==> config.mk <==
export PLATFORM = sky130hd
export DESIGN_NAME = hwloop_ctrl
export DESIGN_NICKNAME = d
export VERILOG_FILES = /design/src/rtl/hwloop_pkg.sv /design/src/rtl/hwloop_stack.sv /design/src/rtl/hwloop_rep.sv /design/src/rtl/hwloop_ctrl.sv
export SDC_FILE = /design/constraint.sdc
export NUM_CORES = 1
export LEC_CHECK = 0
export BUFFER_PORTS_ARGS = -buffer_cell sky130_fd_sc_hd__buf_2
export CORE_AREA = 2 2 142 144
export DETAILED_ROUTE_END_ITERATION = 16
export DIE_AREA = 0 0 144 146
export PLACE_DENSITY_LB_ADDON = 0.2
export SYNTH_ARGS = -nofsm -noshare
export SYNTH_HDL_FRONTEND = slang
export SYNTH_HIERARCHICAL = 1
export SYNTH_SLANG_ARGS = --single-unit
export TNS_END_PERCENT = 50
==> constraint.sdc <==
create_clock -name clk -period 7.4 [get_ports clk]
set_input_delay 1.48 -clock clk [delete_from_list [all_inputs] [get_ports clk]]
set_output_delay 1.48 -clock clk [all_outputs]
set_load 0.05 [all_outputs]
==> src/rtl/hwloop_pkg.sv <==
// Shared definitions for the hardware loop controller.
// Assumes: nothing beyond IEEE 1800-2017 packages.
package hwloop_pkg;

    // Sequencing mode: loops either act on fetches or are held by an interrupt.
    typedef enum logic {
        SEQ_RUN  = 1'b0,
        SEQ_HELD = 1'b1
    } seq_mode_t;

    // Default geometry.
    localparam int ADDR_W_DEF  = 16;
    localparam int COUNT_W_DEF = 16;
    localparam int LEVELS_DEF  = 4;

endpackage

==> src/rtl/hwloop_stack.sv <==
// Storage for the nested block loops: a LIFO of (first, last, count) levels.
// Supports push, pop and decrement of the innermost count in one cycle. Push
// and pop may coincide (the innermost slot is replaced). Decrement and push may
// coincide (they touch different slots).
// Assumes: the caller never pushes into a full stack without popping, and
// never asserts pop and dec together.
module hwloop_stack #(
    parameter int AW    = 16,
    parameter int CW    = 16,
    parameter int DEPTH = 4,
    localparam int NW   = $clog2(DEPTH + 1),
    localparam int IW   = (DEPTH > 1) ? $clog2(DEPTH) : 1
) (
    input  logic          clk,
    input  logic          rst_n,
    input  logic          push,
    input  logic          pop,
    input  logic          dec,
    input  logic [AW-1:0] new_first,
    input  logic [AW-1:0] new_last,
    input  logic [CW-1:0] new_cnt,
    output logic          top_valid,
    output logic [AW-1:0] top_first,
    output logic [AW-1:0] top_last,
    output logic [CW-1:0] top_cnt,
    output logic          full,
    output logic [NW-1:0] level_count
);

    logic [NW-1:0] depth_q;
    logic [IW-1:0] top_idx;
    logic [IW-1:0] wr_idx;

    logic [AW-1:0] first_w [DEPTH];
    logic [AW-1:0] last_w  [DEPTH];
    logic [CW-1:0] cnt_w   [DEPTH];

    // Innermost slot and the slot written by a push.
    always_comb begin
        top_idx = IW'(depth_q - NW'(1));
        wr_idx  = pop ? top_idx : IW'(depth_q);
    end

    // Level counter tracks the number of active levels.
    always_ff @(posedge clk) begin
        if (!rst_n) begin
            depth_q <= '0;
        end else begin
            depth_q <= depth_q + NW'(push) - NW'(pop);
        end
    end

    // One register set per nesting level.
    for (genvar g = 0; g < DEPTH; g++) begin : g_level
        logic [AW-1:0] first_q;
        logic [AW-1:0] last_q;
        logic [CW-1:0] cnt_q;

        // Load on push into this slot, count down when this slot is innermost.
        always_ff @(posedge clk) begin
            if (!rst_n) begin
                first_q <= '0;
                last_q  <= '0;
                cnt_q   <= '0;
            end else if (push && (wr_idx == IW'(g))) begin
                first_q <= new_first;
                last_q  <= new_last;
                cnt_q   <= new_cnt;
            end else if (dec && (top_idx == IW'(g))) begin
                cnt_q   <= cnt_q - CW'(1);
            end
        end

        assign first_w[g] = first_q;
        assign last_w[g]  = last_q;
        assign cnt_w[g]   = cnt_q;
    end

    // Present the innermost level and occupancy flags.
    always_comb begin
        top_valid   = (depth_q != '0);
        full        = (depth_q == NW'(DEPTH));
        top_first   = first_w[top_idx];
        top_last    = last_w[top_idx];
        top_cnt     = cnt_w[top_idx];
        level_count = depth_q;
    end

endmodule

==> src/rtl/hwloop_rep.sv <==
// Single-instruction repeat unit. Holds one address and a down-counter.
// A matching enabled fetch raises hold while the count is non-zero, and it
// disarms the unit on the fetch that finds zero.
// Assumes: enable already folds in fetch validity and the interrupt freeze;
// a load has priority over the update from a match in the same cycle.
module hwloop_rep #(
    parameter int AW = 16,
    parameter int CW = 16
) (
    input  logic          clk,
    input  logic          rst_n,
    input  logic          load,
    input  logic [AW-1:0] load_addr,
    input  logic [CW-1:0] load_cnt,
    input  logic          enable,
    input  logic [AW-1:0] fetch_pc,
    output logic          hold,
    output logic          armed
);

    logic          armed_q;
    logic [AW-1:0] addr_q;
    logic [CW-1:0] cnt_q;
    logic          hit;

    // Match the fetch against the armed address.
    always_comb begin
        hit   = enable && armed_q && (fetch_pc == addr_q);
        hold  = hit && (cnt_q != '0);
        armed = armed_q;
    end

    // Arm on load, count down on held issues, disarm on the final issue.
    always_ff @(posedge clk) begin
        if (!rst_n) begin
            armed_q <= 1'b0;
            addr_q  <= '0;
            cnt_q   <= '0;
        end else if (load) begin
            armed_q <= 1'b1;
            addr_q  <= load_addr;
            cnt_q   <= load_cnt;
        end else if (hit) begin
            if (cnt_q != '0) begin
                cnt_q <= cnt_q - CW'(1);
            end else begin
                armed_q <= 1'b0;
            end
        end
    end

endmodule

==> src/rtl/hwloop_ctrl.sv <==
// Nested zero-overhead loop controller (top). Compares each fetch with the
// innermost block level and the repeat unit. It redirects or holds the
// fetch in the same cycle, retires finished levels, rejects over-deep
// nesting and freezes everything across an interrupt.
// Assumes: interrupts do not nest while frozen; block-end checks use the
// state from before any command given in the same cycle.
module hwloop_ctrl
    import hwloop_pkg::*;
#(
    parameter int AW    = ADDR_W_DEF,
    parameter int CW    = COUNT_W_DEF,
    parameter int DEPTH = LEVELS_DEF,
    localparam int NW   = $clog2(DEPTH + 1)
) (
    input  logic          clk,
    input  logic          rst_n,
    input  logic          fetch_valid,
    input  logic [AW-1:0] fetch_pc,
    input  logic          blk_cmd,
    input  logic [AW-1:0] blk_first,
    input  logic [AW-1:0] blk_last,
    input  logic          rep_cmd,
    input  logic [AW-1:0] rep_addr,
    input  logic [CW-1:0] loop_count,
    input  logic          irq_enter,
    input  logic          irq_return,
    output logic          pc_override,
    output logic [AW-1:0] pc_override_addr,
    output logic          rep_hold,
    output logic          nest_overflow
);

    seq_mode_t     mode_q;
    logic          run;
    logic          rep_armed;
    logic          top_valid;
    logic [AW-1:0] top_first;
    logic [AW-1:0] top_last;
    logic [CW-1:0] top_cnt;
    logic          stk_full;
    logic [NW-1:0] level_count;
    logic          blk_end;
    logic          do_dec;
    logic          do_pop;
    logic          do_push;
    logic          push_req;
    logic          ovf_q;

    // Freeze state: held from interrupt entry through the return cycle.
    always_ff @(posedge clk) begin
        if (!rst_n) begin
            mode_q <= SEQ_RUN;
        end else if (irq_enter) begin
            mode_q <= SEQ_HELD;
        end else if (irq_return) begin
            mode_q <= SEQ_RUN;
        end
    end

    // Loops act only outside an interrupt and not on the abandoned fetch.
    assign run = (mode_q == SEQ_RUN) && !irq_enter;

    hwloop_rep #(
        .AW(AW),
        .CW(CW)
    ) u_rep (
        .clk      (clk),
        .rst_n    (rst_n),
        .load     (run && rep_cmd),
        .load_addr(rep_addr),
        .load_cnt (loop_count),
        .enable   (run && fetch_valid),
        .fetch_pc (fetch_pc),
        .hold     (rep_hold),
        .armed    (rep_armed)
    );

    // Block-end decision: redirect with a count left, retire otherwise.
    always_comb begin
        blk_end  = run && fetch_valid && top_valid && !rep_hold
                   && (fetch_pc == top_last);
        do_dec   = blk_end && (top_cnt != '0);
        do_pop   = blk_end && (top_cnt == '0);
        push_req = run && blk_cmd;
        do_push  = push_req && (!stk_full || do_pop);
    end

    hwloop_stack #(
        .AW   (AW),
        .CW   (CW),
        .DEPTH(DEPTH)
    ) u_stack (
        .clk        (clk),
        .rst_n      (rst_n),
        .push       (do_push),
        .pop        (do_pop),
        .dec        (do_dec),
        .new_first  (blk_first),
        .new_last   (blk_last),
        .new_cnt    (loop_count),
        .top_valid  (top_valid),
        .top_first  (top_first),
        .top_last   (top_last),
        .top_cnt    (top_cnt),
        .full       (stk_full),
        .level_count(level_count)
    );

    // Rejected-nesting pulse, one cycle after the offending command.
    always_ff @(posedge clk) begin
        if (!rst_n) begin
            ovf_q <= 1'b0;
        end else begin
            ovf_q <= push_req && stk_full && !do_pop;
        end
    end

    // Drive the sequencer-facing outputs.
    always_comb begin
        pc_override      = do_dec;
        pc_override_addr = top_first;
        nest_overflow    = ovf_q;
    end

endmodule

==> impl_metrics.env, run 1 <==
export IMPL_status="completed"
export IMPL_n_antenna_cell=0
export IMPL_yosysMostFrequentCell="nand2_1"
export IMPL_vias=10000
export IMPL_cp_required_ps=5920
export IMPL_power_leakage_nw=4.58
export IMPL_yosysTopAreaCell="dfxtp_1"
export IMPL_fmax_ghz=0.166
export IMPL_port_buffers=105
export IMPL_synth_seq_area_share_pct=40.1
export IMPL_die_x_um=144
export IMPL_synth_warnings=6
export IMPL_cp_max_fo=17
export IMPL_max_stage_delay_ps=540
export IMPL_gp_congestion=0.852
export IMPL_cap_violations=0
export IMPL_ctsResizeCount=0
export IMPL_htreeDepth=1
export IMPL_drive_gt1_share_pct=17.8
export IMPL_setup_violations=0
export IMPL_grt_pass1_vias=9492
export IMPL_numCtsBuffers=26
export IMPL_routedWlPerCell_um=18.0
export IMPL_slew_viol_final=0
export IMPL_path_cells="buf_2, nor2_2, and2_1, nand2_1, or4_4, or3_4, or4b_1, a21oi_1, nand3b_1, or3_1, and4bb_1, buf_4, buf_2"
export IMPL_rsz0062_at_grt="no"
export IMPL_antenna_found_initial=1
export IMPL_row_count=51
export IMPL_synth_seq_cells=230
export IMPL_grt_util_all_layers_pct=28.4
export IMPL_syn_num_nets=1432
export IMPL_cp_slowest_cell="or4b_1"
export IMPL_syn_inst=1333
export IMPL_finalHoldViolations=0
export IMPL_final_util_pct=67.7
export IMPL_hpwl_mm=19.7
export IMPL_cts_buffer_depth=3
export IMPL_syn_area_um2=11500
export IMPL_ant_nets=0
export IMPL_skew_ps=16.0
export IMPL_vias_per_cell=5.98
export IMPL_synth_top_cells_by_count="290 x nand2_1, 230 x dfxtp_1, 172 x a21oi_1"
export IMPL_crit_top_cell="buf_2"
export IMPL_cp_end_kind="output port"
export IMPL_tns_ps=0
export IMPL_wirelength_mm=30.2
export IMPL_hold_buffers=0
export IMPL_dpl_instance_area_um2=12100
export IMPL_core_area_um2=19300
export IMPL_cts_sinks=230
export IMPL_path_clk_slew_ps=60
export IMPL_period_needed_ps=6020
export IMPL_synth_async_reset_ratio_pct=0
export IMPL_grt_first_pass_wirelength_mm=48.4
export IMPL_area_growth_pct=13.8
export IMPL_die_height_um=146
export IMPL_max_vdd_ir_drop_mv=0.182
export IMPL_synth_edf_count=0
export IMPL_holdWs_ps=452
export IMPL_io_pins=106
export IMPL_min_path_type="reg2reg"
export IMPL_synth_top_area_share_pct=40.1
export IMPL_crit_type="in2out"
export IMPL_max_slew_margin_rel_pct=29.6
export IMPL_arrival_ps=4540
export IMPL_cts_setup_buffers=0
export IMPL_avgSynthCellArea_um2=8.62
export IMPL_clock_latency_ps=540
export IMPL_worst_slew_pin_slew_ps=1060
export IMPL_design_area_um2=13100
export IMPL_overflow=0
export IMPL_dr_first_iter_drc_count=806
export IMPL_cts_tree="built"
export IMPL_ctsRootBufferMaster="clkbuf_16"
export IMPL_pwr_density_cell_nw_per_um2=229
export IMPL_dieArea_um2=21000
export IMPL_ys_types=68
export IMPL_nNetsFinal=1493
export IMPL_route_detailed_drc=0
export IMPL_initial_core_util_pct=59.5
export IMPL_grt_max_degree=95
export IMPL_fin_crit_sh_pct=81.3
export IMPL_startpoint_type="input pin"
export IMPL_synthTopCellsByArea="dfxtp_1 40%, nand2_1 9.5%, mux4_2 9.0%"
export IMPL_firstDrtPassIters=5
export IMPL_synth_ff_type="dfxtp_1"
critical path: cells and delay by family:
kind | cells | cell delay, ps
buffers and inverters | 3 | 510
AND/OR/NAND/NOR | 9 | 2340
AO/OA/AOI/OAI | 1 | 190
area by class of cell:
| cell class | count | area (um^2) |
|---|---|---|
| Multi-Input combinational cell | 987 | 6450 |
| Fill cell | 1592 | 6250 |
| Sequential cell | 230 | 4610 |
| Clock buffer | 34 | 752 |
| Timing Repair Buffer | 123 | 661 |
| Tap cell | 265 | 332 |
| Clock inverter | 14 | 181 |
| Inverter | 26 | 100 |
worst paths after layout:
path	startpoint	to	slack (ps)	cells past startpoint
setup reg to reg	u_stack/level_count[1]	u_stack/g_level[0].last_q[5]	1850	13
hold / removal	u_stack/g_level[0].last_q[12]	u_stack/g_level[0].last_q[12]	450	2
setup / recovery	irq_enter	pc_override	1380	13
hold reg to reg	u_stack/g_level[0].last_q[12]	u_stack/g_level[0].last_q[12]	450	2
metal layers:
metal | track usage (%) | up-vias | routed length, um
met1 | 37.1 | 4822 | 12900
met3 | 3.92 | 53 | 1530
met5 | 0 | - | 13
met4 | 7.65 | 2 | 703
met2 | 49.2 | 305 | 15100
li1 | - | 4862 | -
layout by cell type (no fill, tap or decap), types with 9 or more instances in the layout:
master / count
a211oi_1: 16
a21oi_1: 172
a31oi_1: 16
buf_2: 105
buf_4: 18
clkbuf_16: 27
clkinv_2: 9
dfxtp_1: 229
ha_1: 10
inv_1: 25
mux2i_1: 21
mux4_2: 46
nand2_1: 290
nand3_1: 24
nand4_1: 20
nor2_1: 38
nor2b_1: 30
nor3_1: 20
nor4_1: 24
o21ai_0: 57
or3_1: 12
or4_1: 14
xnor2_1: 64
xor2_1: 9
power breakdown:
| group | internal (mW) | switching, mW | leakage [nW] |
|---|---|---|---|
| registers | 1.27 | 0.0307 | 1.86 |
| logic | 0.117 | 0.188 | 2.24 |
| clock network | 0.855 | 0.530 | 0.470 |
cell families after synthesis:
| logic type | synth area share, % |
|---|---|
| buffers and inverters | 4.23 |
| AO/OA/AOI/OAI | 14.6 |
| XOR/XNOR | 5.56 |
| multiplexers | 11.4 |
| flip-flops | 40.1 |
| adder cells (fa/ha/maj) | 1.37 |
| AND/OR/NAND/NOR | 22.8 |
sequential cells by signal, indices dropped and copies added (netlist names):
register	cells
mode_q	1
nest_overflow	1
u_rep/addr_q	16
u_rep/armed	1
u_rep/cnt_q	16
u_stack/g_level.cnt_q	64
u_stack/g_level.first_q	64
u_stack/g_level.last_q	64
u_stack/level_count	3
through the flow:
stage / worst slack [ps] / instances / total power, mW
final: 1380 / 1679 / 2.99
after global routing: 1180 / 1679 / 3.09
after CTS: 1380 / 1679 / 3.01
after detailed placement: 1390 / 1631 / 1.63
after global placement: 1460 / 1631 / 1.63
after floorplan: 1220 / 1333 / 1.53
Note: power is estimated with default switching activity, not from simulation.
==> run 2: changes to the inputs <==
--- a/config.mk
+++ b/config.mk
@@ -6,9 +6,9 @@
 export NUM_CORES = 1
 export LEC_CHECK = 0
 export BUFFER_PORTS_ARGS = -buffer_cell sky130_fd_sc_hd__buf_2
-export CORE_AREA = 2 2 142 144
+export CORE_AREA = 2 2 149 151
 export DETAILED_ROUTE_END_ITERATION = 16
-export DIE_AREA = 0 0 144 146
+export DIE_AREA = 0 0 151 153
 export PLACE_DENSITY_LB_ADDON = 0.2
 export SYNTH_ARGS = -nofsm -noshare
 export SYNTH_HDL_FRONTEND = slang
==> constraint.sdc (replaced) <==
create_clock -name clk -period 5 [get_ports clk]
set_input_delay 1 -clock clk [delete_from_list [all_inputs] [get_ports clk]]
set_output_delay 1 -clock clk [all_outputs]
set_load 0.05 [all_outputs]
==> run 2 against run 1 <==
Effect of this change: non-clock buffer count up 11; sequential share of layout area down 0.52 points; largest power group unchanged; global-route usage down 2.3 points; clock power up 44%; highest routed layer unchanged; via count down 1.6%; cell area up 1.5%; critical path type unchanged.
==> impl_metrics.env, run 2 (synthesis results as in run 1) <==
export IMPL_htreeDepth=1
export IMPL_n_fill_cell=1915
export IMPL_overflow=0
export IMPL_setup_violations=0
export IMPL_grt_max_degree=95
export IMPL_path_clk_slew_ps=60
export IMPL_cts_setup_buffers=0
export IMPL_max_slew_margin_rel_pct=23.9
export IMPL_layout_common_cells="290 x nand2_1, 229 x dfxtp_1, 171 x a21oi_1"
export IMPL_power_switching_mw=1.09
export IMPL_power_frac_clock_pct=45.4
export IMPL_placed_cells=1657
export IMPL_initial_core_util_pct=53.5
export IMPL_nNetsFinal=1504
export IMPL_dieArea_um2=23100
export IMPL_sw_frac_of_total_pct=24.7
export IMPL_status="completed"
export IMPL_area_growth_pct=15.5
export IMPL_ctsResizeCount=0
export IMPL_cp_end_kind="output port"
export IMPL_row_count=54
export IMPL_antenna_found_initial=3
export IMPL_drive_gt1_share_pct=18.3
export IMPL_power_leakage_nw=4.65
export IMPL_max_vdd_ir_drop_mv=0.231
export IMPL_p_int_mw=3.31
export IMPL_vias=9887
export IMPL_ctsRootBufferMaster="clkbuf_16"
export IMPL_finalHoldViolations=0
export IMPL_holdPathStages=2
export IMPL_fin_crit_sh_pct=97.1
export IMPL_grt_util_all_layers_pct=26.1
export IMPL_hpwl_mm=20.2
export IMPL_core_area_um2=21500
export IMPL_vias_per_cell=5.81
export IMPL_die_height_um=153
export IMPL_r2r_cells=12
export IMPL_skew_ps=12.7
export IMPL_clock_latency_ps=530
export IMPL_numCtsBuffers=26
export IMPL_ant_nets=0
export IMPL_fmax_ghz=0.206
export IMPL_grt_pass1_vias=9475
export IMPL_crit_type="in2out"
export IMPL_dr_first_iter_drc_count=750
export IMPL_pwr_share_seq_pct=43.9
export IMPL_wirelength_mm=30.4
export IMPL_tns_ps=0
export IMPL_worst_slew_pin_slew_ps=1130
export IMPL_die_x_um=151
export IMPL_cts_sinks=230
export IMPL_route_detailed_drc=0
export IMPL_pwr_density_cell_nw_per_um2=331
export IMPL_min_path_type="reg2reg"
export IMPL_final_common_cell="nand2_1"
export IMPL_rsz0062_at_grt="no"
export IMPL_cp_max_fo=10
export IMPL_io_pins=106
export IMPL_cts_buffer_depth=3
export IMPL_grt_first_pass_wirelength_mm=49.0
export IMPL_gp_congestion=0.847
export IMPL_startpoint_type="input pin"
export IMPL_arrival_ps=3860
export IMPL_firstDrtPassIters=5
export IMPL_cap_violations=0
export IMPL_cts_tree="built"
export IMPL_largest_registers="u_stack/g_level.cnt_q x64, u_stack/g_level.first_q x64, u_stack/g_level.last_q x64"
export IMPL_pwr_share_comb_pct=10.7
export IMPL_final_cells=1703
export IMPL_hold_buffers=0
export IMPL_port_buffers=105
export IMPL_cp_required_ps=4000
export IMPL_period_needed_ps=4860
export IMPL_slew_viol_final=0
export IMPL_routedWlPerCell_um=17.9
==> run 2: cell count changes in the layout (fill, tap and decap cells not counted), sizes merged <==
cell    before  now
bufinv       4    3
buf        123  134
clkinv      10    4
diode        0    1
clkbuf      34   38
==> run 2: final timing paths <==
| check | from | end | slack, ps |
|---|---|---|---|
| worst min-delay path | u_stack/g_level[3].first_q[6] | u_stack/g_level[3].first_q[6] | 450 |
| worst max register to register | u_stack/level_count[1] | u_stack/g_level[3].cnt_q[15] | 570 |
| worst max-delay path | irq_enter | pc_override | 140 |
| worst min register to register | u_stack/g_level[3].first_q[6] | u_stack/g_level[3].first_q[6] | 450 |
==> run 2: power by group through the flow <==
stage	combinational [mW]	clock, mW	sequential (mW)
global route	0.518	2.10	1.93
detailed placement	0.467	0	1.97
CTS	0.469	2.02	1.93
floorplan	0.317	0	1.96
global placement	0.461	0	1.97
finish	0.471	1.99	1.93
==> run 2: area by class of cell <==
class	count	area, um^2	area share, %
diodes	1	2.50	0.0188
well taps	280	350	2.64
inverters	26	100	0.754
clock buffers	38	787	5.93
flip-flops and latches	230	4610	34.7
clock inverters	7	114	0.857
multi-input cells	987	6460	48.7
repair buffers	134	856	6.44
==> run 2: metal layers <==
layer / track usage, % / share of wire [%]
met5: 0 / 0.043
met4: 6.94 / 1.9
met3: 3.76 / 5.3
met2: 44.4 / 49
met1: 34.8 / 43
==> run 2: stage by stage <==
stage | setup slack (ps) | cell area [um^2] | power [mW] | hold slack, ps | util [%]
2_1_floorplan | 34.2 | 11500 | 2.27 | 433 | -
3_3_place_gp | 215 | 12400 | 2.43 | 439 | 57.6
3_5_place_dp | 170 | 12400 | 2.44 | 444 | 57.6
4_1_cts | 148 | 13300 | 4.42 | 452 | 61.8
5_1_grt | 28.5 | 13300 | 4.55 | 467 | 61.8
6_report | 144 | 13300 | 4.39 | 452 | 61.8
==> run 2: worst max-delay path, stage by stage <==
cell,delay (ps)
buf_2,110
nor2_2,170
and2_1,150
nand2_1,50
or4_4,480
or3_4,430
or4b_1,550
a21oi_2,150
nand3b_1,140
or3_1,160
and4bb_4,240
buf_2,220
